--- config.mk ---
export PLATFORM = sky130hd
export DESIGN_NAME = slot_addr_decoder
export DESIGN_NICKNAME = d
export VERILOG_FILES = /design/src/rtl/sad_pkg.sv /design/src/rtl/sad_classifier.sv /design/src/rtl/sad_group_gate.sv /design/src/rtl/slot_addr_decoder.sv
export SDC_FILE = /design/constraint.sdc
export NUM_CORES = 1
export LEC_CHECK = 0
export ABC_AREA = 1
export BUFFER_PORTS_ARGS = -buffer_cell sky130_fd_sc_hd__buf_4
export CAP_MARGIN = 10
export CORE_MARGIN = 2
export CORE_UTILIZATION = 35
export CTS_BUF_LIST = sky130_fd_sc_hd__clkbuf_4 sky130_fd_sc_hd__clkbuf_8
export DETAILED_ROUTE_END_ITERATION = 8
export PLACE_DENSITY = 0.77
export SYNTH_ARGS = -nofsm -noshare
export SYNTH_HDL_FRONTEND = slang
export SYNTH_HIERARCHICAL = 1
export SYNTH_SLANG_ARGS = --single-unit
--- constraint.sdc ---
create_clock -name tck -period 0.8 [get_ports tck]
set_input_delay 0.16 -clock tck [delete_from_list [all_inputs] [get_ports tck]]
set_output_delay 0.16 -clock tck [all_outputs]
set_load 0.1 [all_outputs]
--- src/rtl/sad_pkg.sv ---
package sad_pkg;

    typedef enum logic [2:0] {
        CLS_RESERVED,
        CLS_UNIQUE,
        CLS_GROUP,
        CLS_INTERROGATE,
        CLS_BCAST
    } addr_class_e;

    typedef struct packed {
        logic sel;
        logic bcast;
        logic grp;
        logic intg;
        logic tdo;
    } sel_state_t;

endpackage

--- src/rtl/sad_classifier.sv ---
module sad_classifier #(
    parameter int ADDR_W     = 7,
    parameter int NUM_GROUPS = 4,
    parameter int GIDX_W     = 2
) (
    input  logic [ADDR_W-1:0]   addr,
    output sad_pkg::addr_class_e cls,
    output logic [GIDX_W-1:0]   grp_idx
);
    localparam logic [ADDR_W-1:0] BCAST_A     = '1;
    localparam logic [ADDR_W-1:0] INTG_A      = BCAST_A - 1'b1;
    localparam logic [ADDR_W-1:0] GROUP_BASE  = INTG_A - ADDR_W'(NUM_GROUPS);
    localparam logic [ADDR_W-1:0] LAST_UNIQUE = GROUP_BASE - 1'b1;

    logic [ADDR_W-1:0] offset;

    always_comb begin
        offset  = addr - GROUP_BASE;
        grp_idx = offset[GIDX_W-1:0];
        if (addr == '0)
            cls = sad_pkg::CLS_RESERVED;
        else if (addr <= LAST_UNIQUE)
            cls = sad_pkg::CLS_UNIQUE;
        else if (addr < INTG_A)
            cls = sad_pkg::CLS_GROUP;
        else if (addr == INTG_A)
            cls = sad_pkg::CLS_INTERROGATE;
        else
            cls = sad_pkg::CLS_BCAST;
    end
endmodule

--- src/rtl/sad_group_gate.sv ---
module sad_group_gate #(
    parameter int NUM_GROUPS = 4,
    parameter int GIDX_W     = 2
) (
    input  logic                  grp_addr,
    input  logic [GIDX_W-1:0]     grp_idx,
    input  logic [NUM_GROUPS-1:0] member,
    output logic                  accept
);
    logic [NUM_GROUPS-1:0] hit;

    for (genvar g = 0; g < NUM_GROUPS; g++) begin : g_hit
        assign hit[g] = grp_addr && (grp_idx == GIDX_W'(g)) && member[g];
    end

    assign accept = |hit;
endmodule

--- src/rtl/slot_addr_decoder.sv ---
module slot_addr_decoder #(
    parameter int ADDR_W     = 7,
    parameter int NUM_GROUPS = 4
) (
    input  logic                  tck,
    input  logic                  trst_n,
    input  logic [ADDR_W-1:0]     slot_id,
    input  logic [ADDR_W-1:0]     ir_addr,
    input  logic                  addr_update,
    input  logic [NUM_GROUPS-1:0] group_member,
    output logic                  selected,
    output logic                  bcast_active,
    output logic                  group_active,
    output logic                  interrogate_active,
    output logic                  tdo_en
);
    localparam int GIDX_W = (NUM_GROUPS > 1) ? $clog2(NUM_GROUPS) : 1;

    sad_pkg::addr_class_e cls;
    logic [GIDX_W-1:0]    grp_idx;
    logic                 grp_ok;
    sad_pkg::sel_state_t  state_d, state_q;

    sad_classifier #(
        .ADDR_W    (ADDR_W),
        .NUM_GROUPS(NUM_GROUPS),
        .GIDX_W    (GIDX_W)
    ) u_cls (
        .addr   (ir_addr),
        .cls    (cls),
        .grp_idx(grp_idx)
    );

    sad_group_gate #(
        .NUM_GROUPS(NUM_GROUPS),
        .GIDX_W    (GIDX_W)
    ) u_grp (
        .grp_addr(cls == sad_pkg::CLS_GROUP),
        .grp_idx (grp_idx),
        .member  (group_member),
        .accept  (grp_ok)
    );

    always_comb begin
        state_d = state_q;
        if (addr_update) begin
            state_d = '0;
            unique case (cls)
                sad_pkg::CLS_UNIQUE: begin
                    if (ir_addr == slot_id) begin
                        state_d.sel = 1'b1;
                        state_d.tdo = 1'b1;
                    end
                end
                sad_pkg::CLS_GROUP: begin
                    if (grp_ok) begin
                        state_d.sel = 1'b1;
                        state_d.grp = 1'b1;
                    end
                end
                sad_pkg::CLS_INTERROGATE: state_d.intg = 1'b1;
                sad_pkg::CLS_BCAST: begin
                    state_d.sel   = 1'b1;
                    state_d.bcast = 1'b1;
                end
                default: ;
            endcase
        end
    end

    always_ff @(posedge tck or negedge trst_n) begin
        if (!trst_n) state_q <= '0;
        else         state_q <= state_d;
    end

    assign selected           = state_q.sel;
    assign bcast_active       = state_q.bcast;
    assign group_active       = state_q.grp;
    assign interrogate_active = state_q.intg;
    assign tdo_en             = state_q.tdo;
endmodule

==> flow_metrics.tcl, run 1 <==
set metrics [dict create \
    dpl_cell_area_um2 798 \
    ir_drop_mv 0.498 \
    place_hpwl_mm 1.03 \
    routed_via_density 4.39 \
    grt_first_pass_wirelength_mm 2.37 \
    fin_area_um2 1010 \
    yosysSeqAreaShare_pct 25.4 \
    cp_cell_sequence "buf_8 -> or2_0 -> nand2_1 -> nor2_1 -> nor2_1 -> inv_1 -> nor3_2 -> nand2_1 -> nor2_1 -> nand2_1 -> nand2_1 -> nand2_1 -> nand2_1" \
    yosysWarnings 6 \
    worst_slew_pin_slew_ns 0.229 \
    n_antenna_cell 0 \
    netlist_area_um2 493 \
    syn_avg_cell_area_um2 6.01 \
    drt-wirelength-per-cell_um 9.20 \
    ys_ff_latch 5 \
    cpLargestDelayFamily "simple AND/OR/NAND/NOR gates" \
    layout.nets 148 \
    die_w_um 41.5 \
    rr_worst_depth 2 \
    total_leakage_power_nw 0.527 \
    fin_crit_sh_pct 151 \
    critPathLaunchType "primary input" \
    fin_worst_skew_ns 0 \
    hp-class "in -> reg" \
    cts_buffer_depth 2 \
    stdcell_count 141 \
    placed_cells 132 \
    initial_core_util_pct 37.9 \
    drt_pass1_iterations 2 \
    synth_top_cell_by_area "dfrtp_1" \
    ant_nets 0 \
    arrival_ns 1.39 \
    synth_cell_type_count 16 \
    synth_nets 103 \
    multi_input_area_um2 354 \
    path_common_cell "nand2_1" \
    grt_remaining_overflow 0 \
    synthTopCellsByArea "dfrtp_1, nand2_1, inv_1, xnor2_1, nor2_1" \
    min_period_ns 1.21 \
    tns_ns -2.76 \
    crit_path_end_kind "register" \
    cts_buffers 3 \
    min_path_cells 3 \
    total_power_uw 894 \
    track_usage_pct 17.8 \
    cts_tree "done" \
    p_per_area_nw_per_um2 889 \
    coreArea_um2 1300 \
    drc 0 \
    grt_max_degree 7 \
    io_pins 26 \
    clk_latency_ns 0.24 \
    dieHeight_um 41.5 \
    regArea_um2 140 \
    crit_path_top_delay_cell "or2_0" \
    max_freq_ghz 0.826 \
    fp-row-count 13 \
    fillCellCount 96 \
    drive_gt1_share_pct 49.2 \
    worstPathRequired_ns 0.98 \
    slowest_delay_ns 0.21 \
    h-tree-depth 1 \
    drtIter0Drc 3 \
    wl_mm 1.30 \
    utilization_pct 77.3 \
    clock-sinks 5 \
    grt_pass1_vias 602 \
    finalWorstSetupSlack_ns -0.410 \
    gp_congestion 0.700 \
    cp.depth 13 \
    drv_cap 0 \
    areaGrowthSynthToFinish_pct 104 \
    status "finished with violations" \
    clkSlewWorstSetupHoldPaths_ns 0.04 \
    violations "negative setup slack" \
    slew_viol_final 0 \
    setup_violations 10 \
    root_buffer "clkbuf_4" \
    syn_inst 82 \
    grt_setup_unrepaired "true" \
    max_slew_margin_pct 84.6 \
    cp_max_fo 5 \
    hold_viol_final 0 \
    criticalPathCategory "in -> reg" \
    io_buffers 25 \
    netlist.area_leader.share_pct 25.4 \
    antenna_found_initial 0 \
    vias 619 \
    die-area_um2 1720 \
    path_buf_inv 2 \
]
-- state kept, by name, indices dropped and copies added (netlist names) --
signal,count
interrogate_active,1
tdo_en,1
bcast_active,1
group_active,1
selected,1
-- placed cells by master, fill, tap and decap left out, types with 2 or more instances in the layout --
master    Yosys  routed
buf_12        0       5
inv_2         1       2
xnor2_1       5       5
inv_1        13      12
nand2_4       0       2
nand2_1      30      30
clkbuf_4      0       4
nor2_1       11       9
buf_4         1      28
dfrtp_4       0       4
buf_8         0       3
o21ai_1       1       3
nand3_1       4       2
nor2_2        1       3
nor3_2        3       2
buf_6         0       4
-- cell usage after synthesis --
cell type,instances
o21ai_0,2
nand2_1,30
dfrtp_1,5
nor3_2,3
o21ai_1,1
buf_4,1
nor2_4,1
nor2_1,11
or2_0,1
nor2_2,1
xnor2_1,5
nand2_2,2
nand3_1,4
inv_1,13
o41ai_1,1
inv_2,1
-- metrics by stage --
step           setup slack, ns  hold slack [ns]
2_1_floorplan           -0.396           -0.136
6_report                -0.410            0.127
3_5_place_dp            -0.665          -0.0331
3_3_place_gp            -0.607          -0.0381
4_1_cts                 -0.377            0.122
5_1_grt                 -0.525            0.121
-- worst min-delay path: stages --
cell,delay [ns]
buf_4,0.09
nand2_1,0.04
nand2_1,0.04
-- what timing repair did --
action	CTS	global route
setup endpoints to repair	10	10
hold endpoints to repair	5	0
setup buffers	3	1
hold buffers	1	0
gates resized for setup	30	4
pin swaps	8	1
-- report_power, final --
| group | leakage, nW | switching (mW) | internal (mW) | total (mW) |
|---|---|---|---|---|
| Clock | 0.0184 | 0.102 | 0.222 | 0.324 |
| Sequential | 0.0617 | 0.00268 | 0.258 | 0.260 |
| Combinational | 0.447 | 0.140 | 0.170 | 0.310 |
-- logic make-up (layout without fill, tap and decap cells) --
| logic type | after synthesis | in the layout | share of synthesized area (%) |
|---|---|---|---|
| buf+inv | 15 | 59 | 12.2 |
| compound gates | 4 | 4 | 4.82 |
| xor+xnor | 5 | 5 | 8.88 |
| simple gates | 53 | 53 | 48.7 |
| flops | 5 | 5 | 25.4 |
-- layout make-up --
class / instances / share of cell area (%)
clock buffers: 4 / 2.99
inverters: 14 / 5.22
multi-input cells: 62 / 35.2
flip-flops and latches: 5 / 13.9
well taps: 15 / 1.87
repair buffers: 41 / 40.8
-- layer usage --
metal  track usage (%)  up-vias  routed length, um
li1                  -      333                  -
met1              16.3      259                472
met2              34.4       23                737
met3              2.61        4                 56
met4              13.5        0                 30
met5                 0        -                  0
-- final timing paths --
kind | from | end | slack [ns]
setup / recovery | ir_addr[1] | selected$_DFFE_PN0P_ | -0.41
hold / removal | addr_update | selected$_DFFE_PN0P_ | 0.13
setup reg to reg | interrogate_active$_DFFE_PN0P_ | interrogate_active$_DFFE_PN0P_ | 0.05
hold reg to reg | tdo_en$_DFFE_PN0P_ | tdo_en$_DFFE_PN0P_ | 0.56
max in group asynchronous | trst_n | group_active$_DFFE_PN0P_ | 0.42
min in group asynchronous | trst_n | bcast_active$_DFFE_PN0P_ | 0.25
No activity file was read; power rests on OpenSTA's default activity.
==> inputs of run 2 (changes only) <==
REMOVE_ABC_BUFFERS = 1   (was not set)
==> run 2 against run 1 <==
  * The run still ends with negative setup slack left
  * Combinational power shrank 4%
  * Non-clock buffer count is the same
  * Routed wire length shrank 6.2%
  * Via count grew 2.9%
  * First-iteration DRC count shrank 33%
  * Flip-flop and latch count is the same
  * Clock power grew 2%
  * Worst setup slack gained 0.080 ns
  * Fmax grew 7.0%
  * Global-route usage shrank 2.5 points
  * Largest cell class unchanged
==> flow_metrics.tcl, run 2 (synthesis results as in run 1) <==
set metrics [dict create \
    hold_ws_ns 0.125 \
    arrival_ns 1.30 \
    coreArea_um2 1300 \
    placed_cells 132 \
    grt_remaining_overflow 0 \
    grt_pass1_vias 583 \
    drc 0 \
    clkSlewWorstSetupHoldPaths_ns 0.04 \
    io_pins 26 \
    grt_max_degree 10 \
    fin_worst_skew_ns 0 \
    rr_startpoint "selected$_DFFE_PN0P_" \
    wl_mm 1.22 \
    r2r_slack_ns 0.05 \
    worstHoldStart "addr_update" \
    cts_buffers 3 \
    criticalPathCategory "in -> reg" \
    min_period_ns 1.13 \
    hold_end "selected$_DFFE_PN0P_" \
    root_buffer "clkbuf_4" \
    crit_path_end_kind "register" \
    drive_gt1_share_pct 47.6 \
    fp-row-count 13 \
    p_per_area_nw_per_um2 910 \
    fillCellCount 105 \
    clock-sinks 5 \
    ant_nets 0 \
    h-tree-depth 1 \
    critPathLaunchType "primary input" \
    min_path_cells 3 \
    tns_ns -2.25 \
    r2r_end "selected$_DFFE_PN0P_" \
    slew_viol_final 0 \
    die_w_um 41.5 \
    die-area_um2 1720 \
    initial_core_util_pct 37.9 \
    io_buffers 25 \
    worst_slew_pin_slew_ns 0.228 \
    regArea_um2 125 \
    cp_max_fo 4 \
    clk_latency_ns 0.24 \
    fin_crit_sh_pct 141 \
    hold_viol_final 0 \
    antenna_found_initial 0 \
    drt-wirelength-per-cell_um 8.62 \
    stdcell_count 141 \
    gp_congestion 0.730 \
    cts_tree "done" \
    routed_via_density 4.52 \
    setup_violations 10 \
    place_hpwl_um 965 \
    layout.nets 148 \
    finalWorstSetupSlack_ns -0.330 \
    startpoint "ir_addr[3]" \
    track_usage_pct 15.3 \
    drv_cap 0 \
    grt_first_pass_wirelength_mm 2.08 \
    ir_drop_mv 0.413 \
    dieHeight_um 41.5 \
    violations "negative setup slack" \
    cts_buffer_depth 2 \
    rr_worst_depth 3 \
    grt_setup_unrepaired "true" \
    total_leakage_power_nw 0.526 \
    max_slew_margin_pct 84.6 \
    drtIter0Drc 2 \
    drt_pass1_iterations 2 \
    status "finished with violations" \
    vias 637 \
    hp-class "in -> reg" \
    pre_cts_slack_ns -0.619 \
    areaGrowthSynthToFinish_pct 97.7 \
    final_common_cell "buf_4" \
    multi_input_area_um2 349 \
    worstPathRequired_ns 0.97 \
    n_antenna_cell 0 \
    max_freq_ghz 0.885 \
    final_cell_mix "buf_4, nand2_1, inv_1" \
]
[run 2: cell counts in the layout (fill, tap and decap cells not counted)]
No cell type changed its count.
[run 2: per-stage QoR]
stage	cell area, um2	total power, mW	util [%]
final	975	0.887	74.9
after global placement	774	0.514	59.5
after floorplan	485	0.373	-
after CTS	933	0.889	71.7
after global routing	975	0.939	74.9
after detailed placement	774	0.520	59.5
[run 2: final cells by class]
type / instances / share of cell area [%]
timing repair buffer: 41 / 40.9
tap: 15 / 1.93
inverter: 14 / 5.39
sequential: 5 / 12.8
multi-input combinational: 62 / 35.8
clock buffer: 4 / 3.08
[run 2: worst max-delay path by stage]
stage                                to  slack (ns)
2_1_floorplan      selected$_DFFE_PN0P_       -0.48
5_1_grt            selected$_DFFE_PN0P_       -0.48
6_report       group_active$_DFFE_PN0P_       -0.33
4_1_cts            selected$_DFFE_PN0P_       -0.33
3_5_place_dp       selected$_DFFE_PN0P_       -0.62
3_3_place_gp       selected$_DFFE_PN0P_       -0.59
[run 2: power by group]
| group | internal, mW | switching, mW | total [mW] | leakage (nW) |
|---|---|---|---|---|
| sequential | 0.256 | 0.00274 | 0.259 | 0.0697 |
| clock | 0.223 | 0.108 | 0.331 | 0.0184 |
| combinational | 0.165 | 0.132 | 0.297 | 0.438 |
[run 2: timing repair]
| action | CTS | global route |
|---|---|---|
| endpoints found under the setup margin | 10 | 10 |
| resized for setup | 24 | 10 |
| hold buffers | 1 | 0 |
| pin swaps | 11 | 8 |
| hold endpoints to repair | 5 | 0 |
| buffers inserted | 3 | 1 |
[run 2: layer usage]
layer  GRT usage, %  up-vias  share of wire, %
met4           9.03        0               2.3
met3           2.61        3               5.3
met1           15.2      278                36
met5              0        -                 0
met2           29.1       22                56
li1               -      334                 -
[run 2: worst max-delay path, stage by stage]
cell and delay, ns:
buf_8 0.08, nand2_4 0.05, nor2_4 0.09, nand2_2 0.07, nor2_2 0.11, nor2_2 0.05
nor3_2 0.19, nand2_1 0.09, nor2_2 0.09, nand2_2 0.06, buf_4 0.13, o21ai_2 0.12
